### config.mk
export PLATFORM = sky130hd
export DESIGN_NAME = pwr_clk_ctrl
export DESIGN_NICKNAME = d
export VERILOG_FILES = /design/src/rtl/pwr_clk_pkg.sv /design/src/rtl/pcc_target.sv /design/src/rtl/pcc_switch.sv /design/src/rtl/pcc_enables.sv /design/src/rtl/pcc_postscaler.sv /design/src/rtl/pwr_clk_ctrl.sv
export SDC_FILE = /design/constraint.sdc
export NUM_CORES = 1
export LEC_CHECK = 0
export BUFFER_PORTS_ARGS = -buffer_cell sky130_fd_sc_hd__buf_2
export CORE_MARGIN = 2
export CORE_UTILIZATION = 40
export DETAILED_ROUTE_END_ITERATION = 8
export GPL_TIMING_DRIVEN = 0
export PLACE_DENSITY = 0.68
export SLEW_MARGIN = 20
export SYNTH_ARGS = -nofsm -noshare
export SYNTH_HDL_FRONTEND = slang
export SYNTH_SLANG_ARGS = --single-unit
### constraint.sdc
create_clock -name clk -period 1.6 [get_ports clk]
set_clock_uncertainty 0.15 [all_clocks]
set_input_delay 0.32 -clock clk [delete_from_list [all_inputs] [get_ports clk]]
set_output_delay 0.32 -clock clk [all_outputs]
set_load 0.02 [all_outputs]
### src/rtl/pwr_clk_pkg.sv
`timescale 1ns/1ps
package pwr_clk_pkg;
  typedef enum logic [2:0] {
    M_PRI_RUN  = 3'd0, M_PRI_IDLE = 3'd1,
    M_SEC_RUN  = 3'd2, M_SEC_IDLE = 3'd3,
    M_RC_RUN   = 3'd4, M_RC_IDLE  = 3'd5,
    M_SLEEP    = 3'd6, M_SPARE    = 3'd7
  } pmode_e;

  typedef enum logic [2:0] {
    SRC_NONE = 3'd0, SRC_PRI = 3'd1, SRC_SEC = 3'd2,
    SRC_FAST = 3'd3, SRC_SLOW = 3'd4
  } src_e;

  typedef struct packed {
    logic pri;
    logic sec;
    logic fast;
    logic slow;
  } osc_vec_t;

  function automatic src_e mode_source(pmode_e m, logic slow_direct);
    case (m)
      M_PRI_RUN, M_PRI_IDLE: return SRC_PRI;
      M_SEC_RUN, M_SEC_IDLE: return SRC_SEC;
      M_RC_RUN, M_RC_IDLE:   return slow_direct ? SRC_SLOW : SRC_FAST;
      default:               return SRC_NONE;
    endcase
  endfunction

  function automatic osc_vec_t source_need(src_e s);
    osc_vec_t v;
    v = '0;
    case (s)
      SRC_PRI:  v.pri  = 1'b1;
      SRC_SEC:  v.sec  = 1'b1;
      SRC_FAST: v.fast = 1'b1;
      SRC_SLOW: v.slow = 1'b1;
      default:  v = '0;
    endcase
    return v;
  endfunction
endpackage

### src/rtl/pcc_target.sv
`timescale 1ns/1ps
module pcc_target
  import pwr_clk_pkg::*;
#(
  parameter int MODE_W = 3
) (
  input  logic [MODE_W-1:0] mode_req,
  input  logic              slow_direct,
  output pmode_e            tgt_mode,
  output src_e              tgt_src
);
  pmode_e raw;

  always_comb begin
    raw = pmode_e'(mode_req[2:0]);
    // spare code folds onto sleep
    tgt_mode = (raw == M_SPARE) ? M_SLEEP : raw;
    tgt_src  = mode_source(tgt_mode, slow_direct);
  end
endmodule

### src/rtl/pcc_switch.sv
`timescale 1ns/1ps
module pcc_switch
  import pwr_clk_pkg::*;
(
  input  logic     clk,
  input  logic     rst_n,
  input  pmode_e   tgt_mode,
  input  src_e     tgt_src,
  input  osc_vec_t osc_rdy,
  output pmode_e   cur_mode,
  output src_e     cur_src,
  output logic     cpu_gate,
  output logic     per_gate
);
  logic tgt_ready;
  logic differs;

  always_comb begin
    case (tgt_src)
      SRC_PRI:  tgt_ready = osc_rdy.pri;
      SRC_SEC:  tgt_ready = osc_rdy.sec;
      SRC_FAST: tgt_ready = osc_rdy.fast;
      SRC_SLOW: tgt_ready = osc_rdy.slow;
      default:  tgt_ready = 1'b1;
    endcase
    differs = (tgt_mode != cur_mode) || (tgt_src != cur_src);
  end

  always_ff @(posedge clk or negedge rst_n) begin
    if (!rst_n) begin
      cur_mode <= M_SLEEP;
      cur_src  <= SRC_NONE;
    end else if (differs && tgt_ready) begin
      cur_mode <= tgt_mode;
      cur_src  <= tgt_src;
    end
  end

  always_comb begin
    case (cur_mode)
      M_PRI_RUN, M_SEC_RUN, M_RC_RUN:    begin cpu_gate = 1'b1; per_gate = 1'b1; end
      M_PRI_IDLE, M_SEC_IDLE, M_RC_IDLE: begin cpu_gate = 1'b0; per_gate = 1'b1; end
      default:                           begin cpu_gate = 1'b0; per_gate = 1'b0; end
    endcase
  end
endmodule

### src/rtl/pcc_enables.sv
`timescale 1ns/1ps
module pcc_enables
  import pwr_clk_pkg::*;
(
  input  src_e     tgt_src,
  input  src_e     cur_src,
  input  logic     wdt_keep,
  input  logic     rtc_keep,
  output osc_vec_t osc_en
);
  osc_vec_t keep;

  always_comb begin
    keep      = '0;
    keep.sec  = rtc_keep;
    keep.slow = wdt_keep;
    // old and new source overlap while a switch is pending
    osc_en = source_need(tgt_src) | source_need(cur_src) | keep;
  end
endmodule

### src/rtl/pcc_postscaler.sv
`timescale 1ns/1ps
module pcc_postscaler #(
  parameter int PS_W  = 3,
  localparam int CNT_W = (1 << PS_W) - 1
) (
  input  logic            clk,
  input  logic            rst_n,
  input  logic            run,
  input  logic            fast_tick,
  input  logic [PS_W-1:0] post_div,
  output logic            ce
);
  logic [CNT_W-1:0] cnt;
  logic [CNT_W-1:0] mask;

  always_comb begin
    mask = '0;
    for (int i = 0; i < CNT_W; i++)
      if (i < int'(post_div)) mask[i] = 1'b1;
  end

  always_ff @(posedge clk or negedge rst_n) begin
    if (!rst_n)              cnt <= '0;
    else if (!run)           cnt <= '0;
    else if (fast_tick)      cnt <= cnt + 1'b1;
  end

  assign ce = run && fast_tick && ((cnt & mask) == mask);
endmodule

### src/rtl/pwr_clk_ctrl.sv
`timescale 1ns/1ps
module pwr_clk_ctrl
  import pwr_clk_pkg::*;
#(
  parameter int MODE_W = 3,
  parameter int PS_W   = 3
) (
  input  logic              clk,
  input  logic              rst_n,
  input  logic [MODE_W-1:0] mode_req,
  input  logic              slow_direct,
  input  logic [PS_W-1:0]   post_div,
  input  logic              wdt_keep,
  input  logic              rtc_keep,
  input  logic              pri_rdy,
  input  logic              sec_rdy,
  input  logic              fast_rdy,
  input  logic              slow_rdy,
  input  logic              fast_tick,
  output logic              pri_en,
  output logic              sec_en,
  output logic              fast_en,
  output logic              slow_en,
  output logic              cpu_gate,
  output logic              per_gate,
  output logic [2:0]        clk_sel,
  output logic              fast_div_ce
);
  pmode_e   tgt_mode, cur_mode;
  src_e     tgt_src, cur_src;
  osc_vec_t rdy_v, en_v;

  assign rdy_v = '{pri: pri_rdy, sec: sec_rdy, fast: fast_rdy, slow: slow_rdy};

  pcc_target #(.MODE_W(MODE_W)) u_target (
    .mode_req(mode_req), .slow_direct(slow_direct),
    .tgt_mode(tgt_mode), .tgt_src(tgt_src)
  );

  pcc_switch u_switch (
    .clk(clk), .rst_n(rst_n), .tgt_mode(tgt_mode), .tgt_src(tgt_src),
    .osc_rdy(rdy_v), .cur_mode(cur_mode), .cur_src(cur_src),
    .cpu_gate(cpu_gate), .per_gate(per_gate)
  );

  pcc_enables u_enables (
    .tgt_src(tgt_src), .cur_src(cur_src),
    .wdt_keep(wdt_keep), .rtc_keep(rtc_keep), .osc_en(en_v)
  );

  pcc_postscaler #(.PS_W(PS_W)) u_post (
    .clk(clk), .rst_n(rst_n), .run(en_v.fast), .fast_tick(fast_tick),
    .post_div(post_div), .ce(fast_div_ce)
  );

  assign pri_en  = en_v.pri;
  assign sec_en  = en_v.sec;
  assign fast_en = en_v.fast;
  assign slow_en = en_v.slow;
  assign clk_sel = cur_src;
endmodule

==> reports/summary.txt, run 1 <==
crit share post-route - 123%
area delta synth->final - 43.8%
Detail Route Antenna Nets - 0
I/O pins - 26
status - complete, but fails checks
initial antenna violation count - 0
Starting Density - 43.2%
count of state elements after synthesis - 13
FF-to-FF End - u_switch.cur_src[2]
Post-synth EDFFs - 0
final setup violation count - 10
worst setup margin - -0.375 ns
port bufs - 24
P_leak - 0.568 nW
commonest cells after routing, fill and taps aside - 18 x buf_2, 14 x nor2_1, 8 x buf_6, 8 x buf_4, 8 x dfrtp_1
CP Data Required Time - 1.62 ns
worst hold endpoint - u_switch.cur_src[1]
Yosys top cell by area - dfrtp_1
RSZ-0062 raised after global routing - yes
clock latency on the worst-skew pair - 0.28 ns
failing checks - setup timing
CTS Root Buffer Type - clkbuf_4
TritonCTS Buffers - 3
post-DR vias/cell - 5.14
die height - 50.3 µm
Syn Std Cell Area - 857 µm²
Max IR drop VDD - 0.428 mV
first-pass GRT wire length - 3.49 mm
unique cell type count in the Yosys netlist - 32
TritonRoute pass-1 iters - 4
DIE AREA - 0.00253 mm²
Die X - 50.3 µm
largest fanout on the critical path - 5
core area - 0.00198 mm²
Async S/R FF share, synth - 100%
largest net degree at the start of global routing - 14
grt total ovfl - 0
Via Count - 787
r2r setup slk - -0.37 ns
number of max-cap violations - 0
Max-slew headroom - 79.9%
hold depth - 3
crit path max-delay cell type - a311o_4
post-synth top area share - 32.1%
Layout Nets - 144
clock slew at reported path FFs - 0.08 ns
busiest grt layer - met2
Slew Viols, Final - 0
vias in the first global route - 791
Top FF cell, synth - dfrtp_1
syn_area_per_cell - 9.74 µm²
row cnt - 16
met2 Usage GRT - 30.7%
most common cell after layout, fill and taps aside - buf_2
Worst R2R Start - u_switch.cur_src[0]
critical path capture point type - register
Yosys warnings - 0
pre-CTS WS - -0.372 ns
type of origin of the critical path - register
CTS H-Tree Depth - 1
DR iter-0 viols - 18
reg2reg path depth - 7
Placer Congestion - 0.763
instance count of the mapped netlist - 88
drt wl/cell - 14.2 µm
clock sink total - 13
Max Freq - 0.506 GHz
DRT Wirelength - 2.18 mm
Setup CP Type - reg -> reg
hold path start - sec_rdy
Tmin final - 1.97 ns
met3 Use GR - 2.98%
layout cell share with drive strength beyond 1 - 50.0%
Least-Margin Pin Slew - 0.302 ns
Longest Clk Path Bufs - 2
PwrDens - 780 mW/mm²
GRT Util Overall - 18.3%
hpwl dp - 1.41 mm
DRC violations left - 0
HP Class - in -> reg
Hold Violations, Final - 0
sequential-to-total area share from yosys stat - 38.2%
Worst EP arrival - 1.99 ns
CTS tree - done
Layout Utilization - 62.2%
critical path, cell by cell - nor2b_4, buf_4, buf_6, nand2_1, o21ai_1, a311o_4, mux2_4
CP max stage delay - 0.46 ns
grt met1 use - 24.1%
syn_nets - 105
main area contributors after synthesis - dfrtp_1 32%, mux2_4 8.8%, dfstp_2 6.1%
ant diodes - 0
[synth_stat cells, types with 3 or more instances]
cell type	count
dfrtp_1	11
a21oi_1	6
nor2_1	14
nand2_1	6
xnor2_1	5
mux2_4	5
xor2_1	4
inv_1	3
o21ai_0	4
[state kept, by name, summed over array words and instances, names as in the netlist]
signal             flops
u_switch.cur_mode      3
u_switch.cur_src       3
u_post.cnt             7
[power by group]
group	internal (W)	switching (W)	leakage, nW
Clock	0.0000968	0.000113	0.0150
Combinational	0.000189	0.000174	0.388
Sequential	0.000357	0.0000315	0.165
[stage by stage]
| stage | area (µm²) | power [W] | hold slack (ns) | setup TNS, ns | cells |
|---|---|---|---|---|---|
| floorplan | 886 | 0.000568 | -0.126 | -0.693 | 88 |
| global route | 1230 | 0.00101 | 0.308 | -3.39 | 153 |
| detailed placement | 1040 | 0.000651 | 0.0698 | -2.21 | 139 |
| global placement | 1040 | 0.000643 | 0.0684 | -2.05 | 139 |
| finish | 1230 | 0.000961 | 0.261 | -2.92 | 153 |
| CTS | 1180 | 0.000920 | 0.265 | -2.21 | 151 |
[per-layer routing]
metal | up-vias | share of wire [%] | wire length (µm)
met5 | - | 0 | 0
met4 | 0 | 1.3 | 29
met3 | 4 | 6.0 | 130
met2 | 32 | 48 | 1060
met1 | 365 | 44 | 963
li1 | 386 | - | -
[layout make-up]
type	count	area, µm²
Buffer	3	30.0
Inverter	3	11.3
Sequential cell	13	332
Clock buffer	4	26.3
Timing Repair Buffer	34	239
Tap cell	27	33.8
Fill cell	154	749
Multi-Input combinational cell	69	561
[worst max-delay path by stage]
stage	from	endpoint	slack, ns
after floorplan	u_switch.cur_src[0]	u_switch.cur_src[0]	-0.14
after detailed placement	slow_direct	u_switch.cur_src[2]	-0.37
after CTS	u_switch.cur_src[2]	fast_div_ce	-0.29
after global placement	slow_direct	u_switch.cur_src[0]	-0.35
after global routing	u_switch.cur_src[0]	u_switch.cur_src[0]	-0.41
final	u_switch.cur_src[0]	u_switch.cur_src[2]	-0.37
[worst max-delay path, delay by kind of cell, from the launching register on]
kind	cells	cell delay, ns
compound gates	2	0.53
simple gates	2	0.19
flops	1	0.42
mux	1	0.31
buf+inv	2	0.24
[cells by family after synthesis]
logic type,synth area share (%)
buf+inv,4.38
mux,11.1
compound gates,15.8
fa+ha+maj,1.46
xor+xnor,9.20
flops,38.2
simple gates,19.9
[what timing repair did]
action	4_1_cts	5_1_grt
pin swaps	1	0
endpoints found under the setup margin	10	11
endpoints found under the hold margin	11	0
hold buffers	1	0
setup buffers	7	3
resized for setup	13	9
Power figures use the tool's default switching activity.
==> inputs of run 2 (changes only) <==
--- a/config.mk
+++ b/config.mk
@@ -5,6 +5,7 @@
 export SDC_FILE = /design/constraint.sdc
 export NUM_CORES = 1
 export LEC_CHECK = 0
+export ABC_AREA = 1
 export BUFFER_PORTS_ARGS = -buffer_cell sky130_fd_sc_hd__buf_2
 export CORE_MARGIN = 2
 export CORE_UTILIZATION = 40
==> run 2 against run 1 <==
  * Maximum frequency up 11%
  * Global-route usage grew 1.3 points
  * Critical endpoint is now fast_div_ce
  * First-iteration DRC count is 17% lower
  * Critical path depth is 2 lower
  * Critical path type is now reg -> out
  * Core utilization shrank 1.5 points
  * Largest power group unchanged
  * Clock-buffer cell count fell by 1
  * Via count is 30% higher
  * Sequential share of layout area down 1.8 points
  * Highest routed layer unchanged
  * Final area up 6.9%
  * Area after synthesis is 4.4% higher
  * The flow still finishes with violations (setup timing)
==> reports/summary.txt, run 2 <==
I/O pins - 26 (unchanged)
number of max-cap violations - 0 (unchanged)
TritonCTS Buffers - 3 (unchanged)
RSZ-0062 raised after global routing - yes (unchanged)
final non-filler cell area - 0.00132 mm² (was 0.00123 mm²)
Top FF cell, synth - dfrtp_1 (unchanged)
largest net degree at the start of global routing - 14 (unchanged)
placed insts - 170 (was 139)
initial antenna violation count - 0 (unchanged)
HP Class - in -> reg (unchanged)
syn_area_per_cell - 7.46 µm² (was 9.74 µm²)
DRT Wirelength - 2.48 mm (was 2.18 mm)
critical path capture point type - primary output (was register)
Slew Viols, Final - 0 (unchanged)
clock slew at reported path FFs - 0.07 ns (was 0.08 ns)
drt wl/cell - 12.8 µm (was 14.2 µm)
Layout Nets - 183 (was 144)
fillcell total - 200 (was 154)
Hold Violations, Final - 0 (unchanged)
Setup CP Type - reg -> out (was reg -> reg)
Starting Density - 41.2% (was 43.2%)
sequential-to-total area share from yosys stat - 36.6% (was 38.2%)
die height - 51.3 µm (was 50.3 µm)
Max-slew headroom - 80.0% (was 79.9%)
hold depth - 3 (unchanged)
Yosys top cell by area - dfrtp_1 (unchanged)
area delta synth->final - 47.3% (was 43.8%)
post-DR vias/cell - 5.29 (was 5.14)
vias in the first global route - 927 (was 791)
TritonRoute pass-1 iters - 4 (unchanged)
biggest regs - u_post.cnt x7, u_switch.cur_mode x3, u_switch.cur_src x3 (unchanged)
core area - 0.00217 mm² (was 0.00198 mm²)
Async S/R FF share, synth - 100% (unchanged)
Worst EP arrival - 1.31 ns (was 1.99 ns)
DR iter-0 viols - 15 (was 18)
port bufs - 22 (was 24)
Area after DPL - 0.00105 mm² (was 0.00104 mm²)
Detail Route Antenna Nets - 0 (unchanged)
ant diodes - 0 (unchanged)
GRT Util Overall - 19.6% (was 18.3%)
Die X - 51.3 µm (was 50.3 µm)
Longest Clk Path Bufs - 2 (unchanged)
commonest cells after routing, fill and taps aside - 27 x nand2_1, 19 x buf_4, 19 x buf_2 (was 18 x buf_2, 14 x nor2_1, 8 x buf_6, 8 x buf_4, 8 x dfrtp_1)
Max IR drop VDD - 0.700 mV (was 0.428 mV)
most flop-heavy register - u_post.cnt (unchanged)
row cnt - 17 (was 16)
CTS H-Tree Depth - 1 (unchanged)
instance count of the mapped netlist - 120 (was 88)
pre-CTS WS - -0.0748 ns (was -0.372 ns)
Placer Congestion - 0.812 (was 0.763)
PwrDens - 757 mW/mm² (was 780 mW/mm²)
CP Data Required Time - 1.13 ns (was 1.62 ns)
Tmin final - 1.78 ns (was 1.97 ns)
Max Freq - 0.562 GHz (was 0.506 GHz)
most common cell after layout, fill and taps aside - nand2_1 (was buf_2)
most frequent cell after synthesis - nand2_1 (was nor2_1)
status - complete, but fails checks (unchanged)
count of state elements after synthesis - 13 (unchanged)
syn_nets - 137 (was 105)
DIE AREA - 0.00263 mm² (was 0.00253 mm²)
clock latency on the worst-skew pair - 0.29 ns (was 0.28 ns)
worst setup margin - -0.181 ns (was -0.375 ns)
Final Non-Filler Cells - 193 (was 153)
main area contributors after synthesis - dfrtp_1 31%, nand2_1 16%, nand3_1 8.4% (was dfrtp_1 32%, mux2_4 8.8%, dfstp_2 6.1%)
Least-Margin Pin Slew - 0.299 ns (was 0.302 ns)
reg2reg path depth - 10 (was 7)
final setup violation count - 10 (unchanged)
hpwl dp - 1.56 mm (was 1.41 mm)
Post-synth EDFFs - 0 (unchanged)
P_leak - 0.664 nW (was 0.568 nW)
layout cell share with drive strength beyond 1 - 49.1% (was 50.0%)
CTS tree - done (unchanged)
crit share post-route - 111% (was 123%)
unique cell type count in the Yosys netlist - 27 (was 32)
CTS Root Buffer Type - clkbuf_4 (unchanged)
first-pass GRT wire length - 3.82 mm (was 3.49 mm)
failing checks - setup timing (unchanged)
clock sink total - 13 (unchanged)
largest fanout on the critical path - 3 (was 5)
synth cell count leaders - 37 x nand2_1, 15 x nand3_1, 11 x dfrtp_1, 11 x nor2_1, 9 x inv_1 (was 14 x nor2_1, 11 x dfrtp_1, 6 x a21oi_1, 6 x nand2_1)
grt total ovfl - 0 (unchanged)
Syn Std Cell Area - 895 µm² (was 857 µm²)
type of origin of the critical path - register (unchanged)
Largest register FFs - 7 (unchanged)
post-synth top area share - 30.8% (was 32.1%)
Yosys warnings - 0 (unchanged)
Via Count - 1021 (was 787)
DRC violations left - 0 (unchanged)
[run 2: cell count changes in the layout (fill, tap and decap cells not counted), moves of 5 or more]
cell and change:
mux2_4 -5, nand2_1 +21, nand2_2 +10, buf_4 +11, nand3_1 +11
[run 2: area by class of cell]
class | count | area [µm²] | area share [%]
multi-input cells | 92 | 571 | 43.3
flip-flops and latches | 13 | 330 | 25.1
repair buffers | 41 | 280 | 21.3
inverters | 12 | 50.0 | 3.80
well taps | 28 | 35.0 | 2.66
plain buffers | 3 | 23.8 | 1.80
clock buffers | 3 | 22.5 | 1.71
clock inverters | 1 | 5.00 | 0.380
[run 2: per-layer routing]
layer	part of all wire [%]	global-route usage (%)	wire length, µm	up-vias
li1	-	-	-	485
met1	39	22.8	965	502
met2	54	33.1	1350	25
met3	4.0	6.14	98	9
met4	2.5	8.33	62	0
met5	0	0	0	-
[run 2: power by group]
part	internal [W]	total, W	switching, W
clock network	0.0000931	0.000208	0.000115
registers	0.000363	0.000402	0.0000392
logic	0.000165	0.000387	0.000222
[run 2: worst max-delay path, stage by stage, from the launching register on]
cell	delay, ns
dfrtp_1	0.40
nand2_2	0.11
a22oi_2	0.22
nand4_1	0.13
inv_2	0.07
buf_6	0.11
[run 2: worst paths after layout]
kind | startpoint | to | slack [ns]
setup / recovery | u_post.cnt[0] | fast_div_ce | -0.18
hold / removal | mode_req[2] | u_switch.cur_mode[2] | 0.15
setup reg to reg | u_switch.cur_src[0] | u_switch.cur_src[2] | -0.01
hold reg to reg | u_switch.cur_mode[2] | u_switch.cur_mode[2] | 0.35
max in group asynchronous | rst_n | u_switch.cur_mode[1] | 0.72
min in group asynchronous | rst_n | u_switch.cur_src[1] | 0.29
[run 2: what timing repair did]
| action | CTS | global route |
|---|---|---|
| endpoints found under the setup margin | 5 | 10 |
| pin swaps | 6 | 10 |
| hold endpoints to repair | 11 | 0 |
| resized for setup | 12 | 20 |
| cloned | 0 | 0 |
| setup buffers | 9 | 9 |
| hold buffers | 1 | 0 |
[run 2: cell families after synthesis]
logic type	Yosys count	share of synthesized area, %
buffers and inverters	15	8.25
and+or+nand+nor	72	39.3
AOI/OAI and AO/OA	13	8.53
adders and majority gates	1	1.40
xor gates and xnor gates	6	5.87
DFF	13	36.6
[run 2: metrics by stage]
stage          setup TNS [ns]  hold WS, ns  power, W  util (%)
6_report               -0.651        0.148  0.000997      60.7
2_1_floorplan          -0.107       -0.126  0.000597         -
5_1_grt                 -1.42        0.152   0.00106      60.7
3_3_place_gp          -0.0440       0.0666  0.000678      48.5
3_5_place_dp          -0.0748       0.0708  0.000684      48.5
4_1_cts                -0.496        0.145  0.000941      54.5
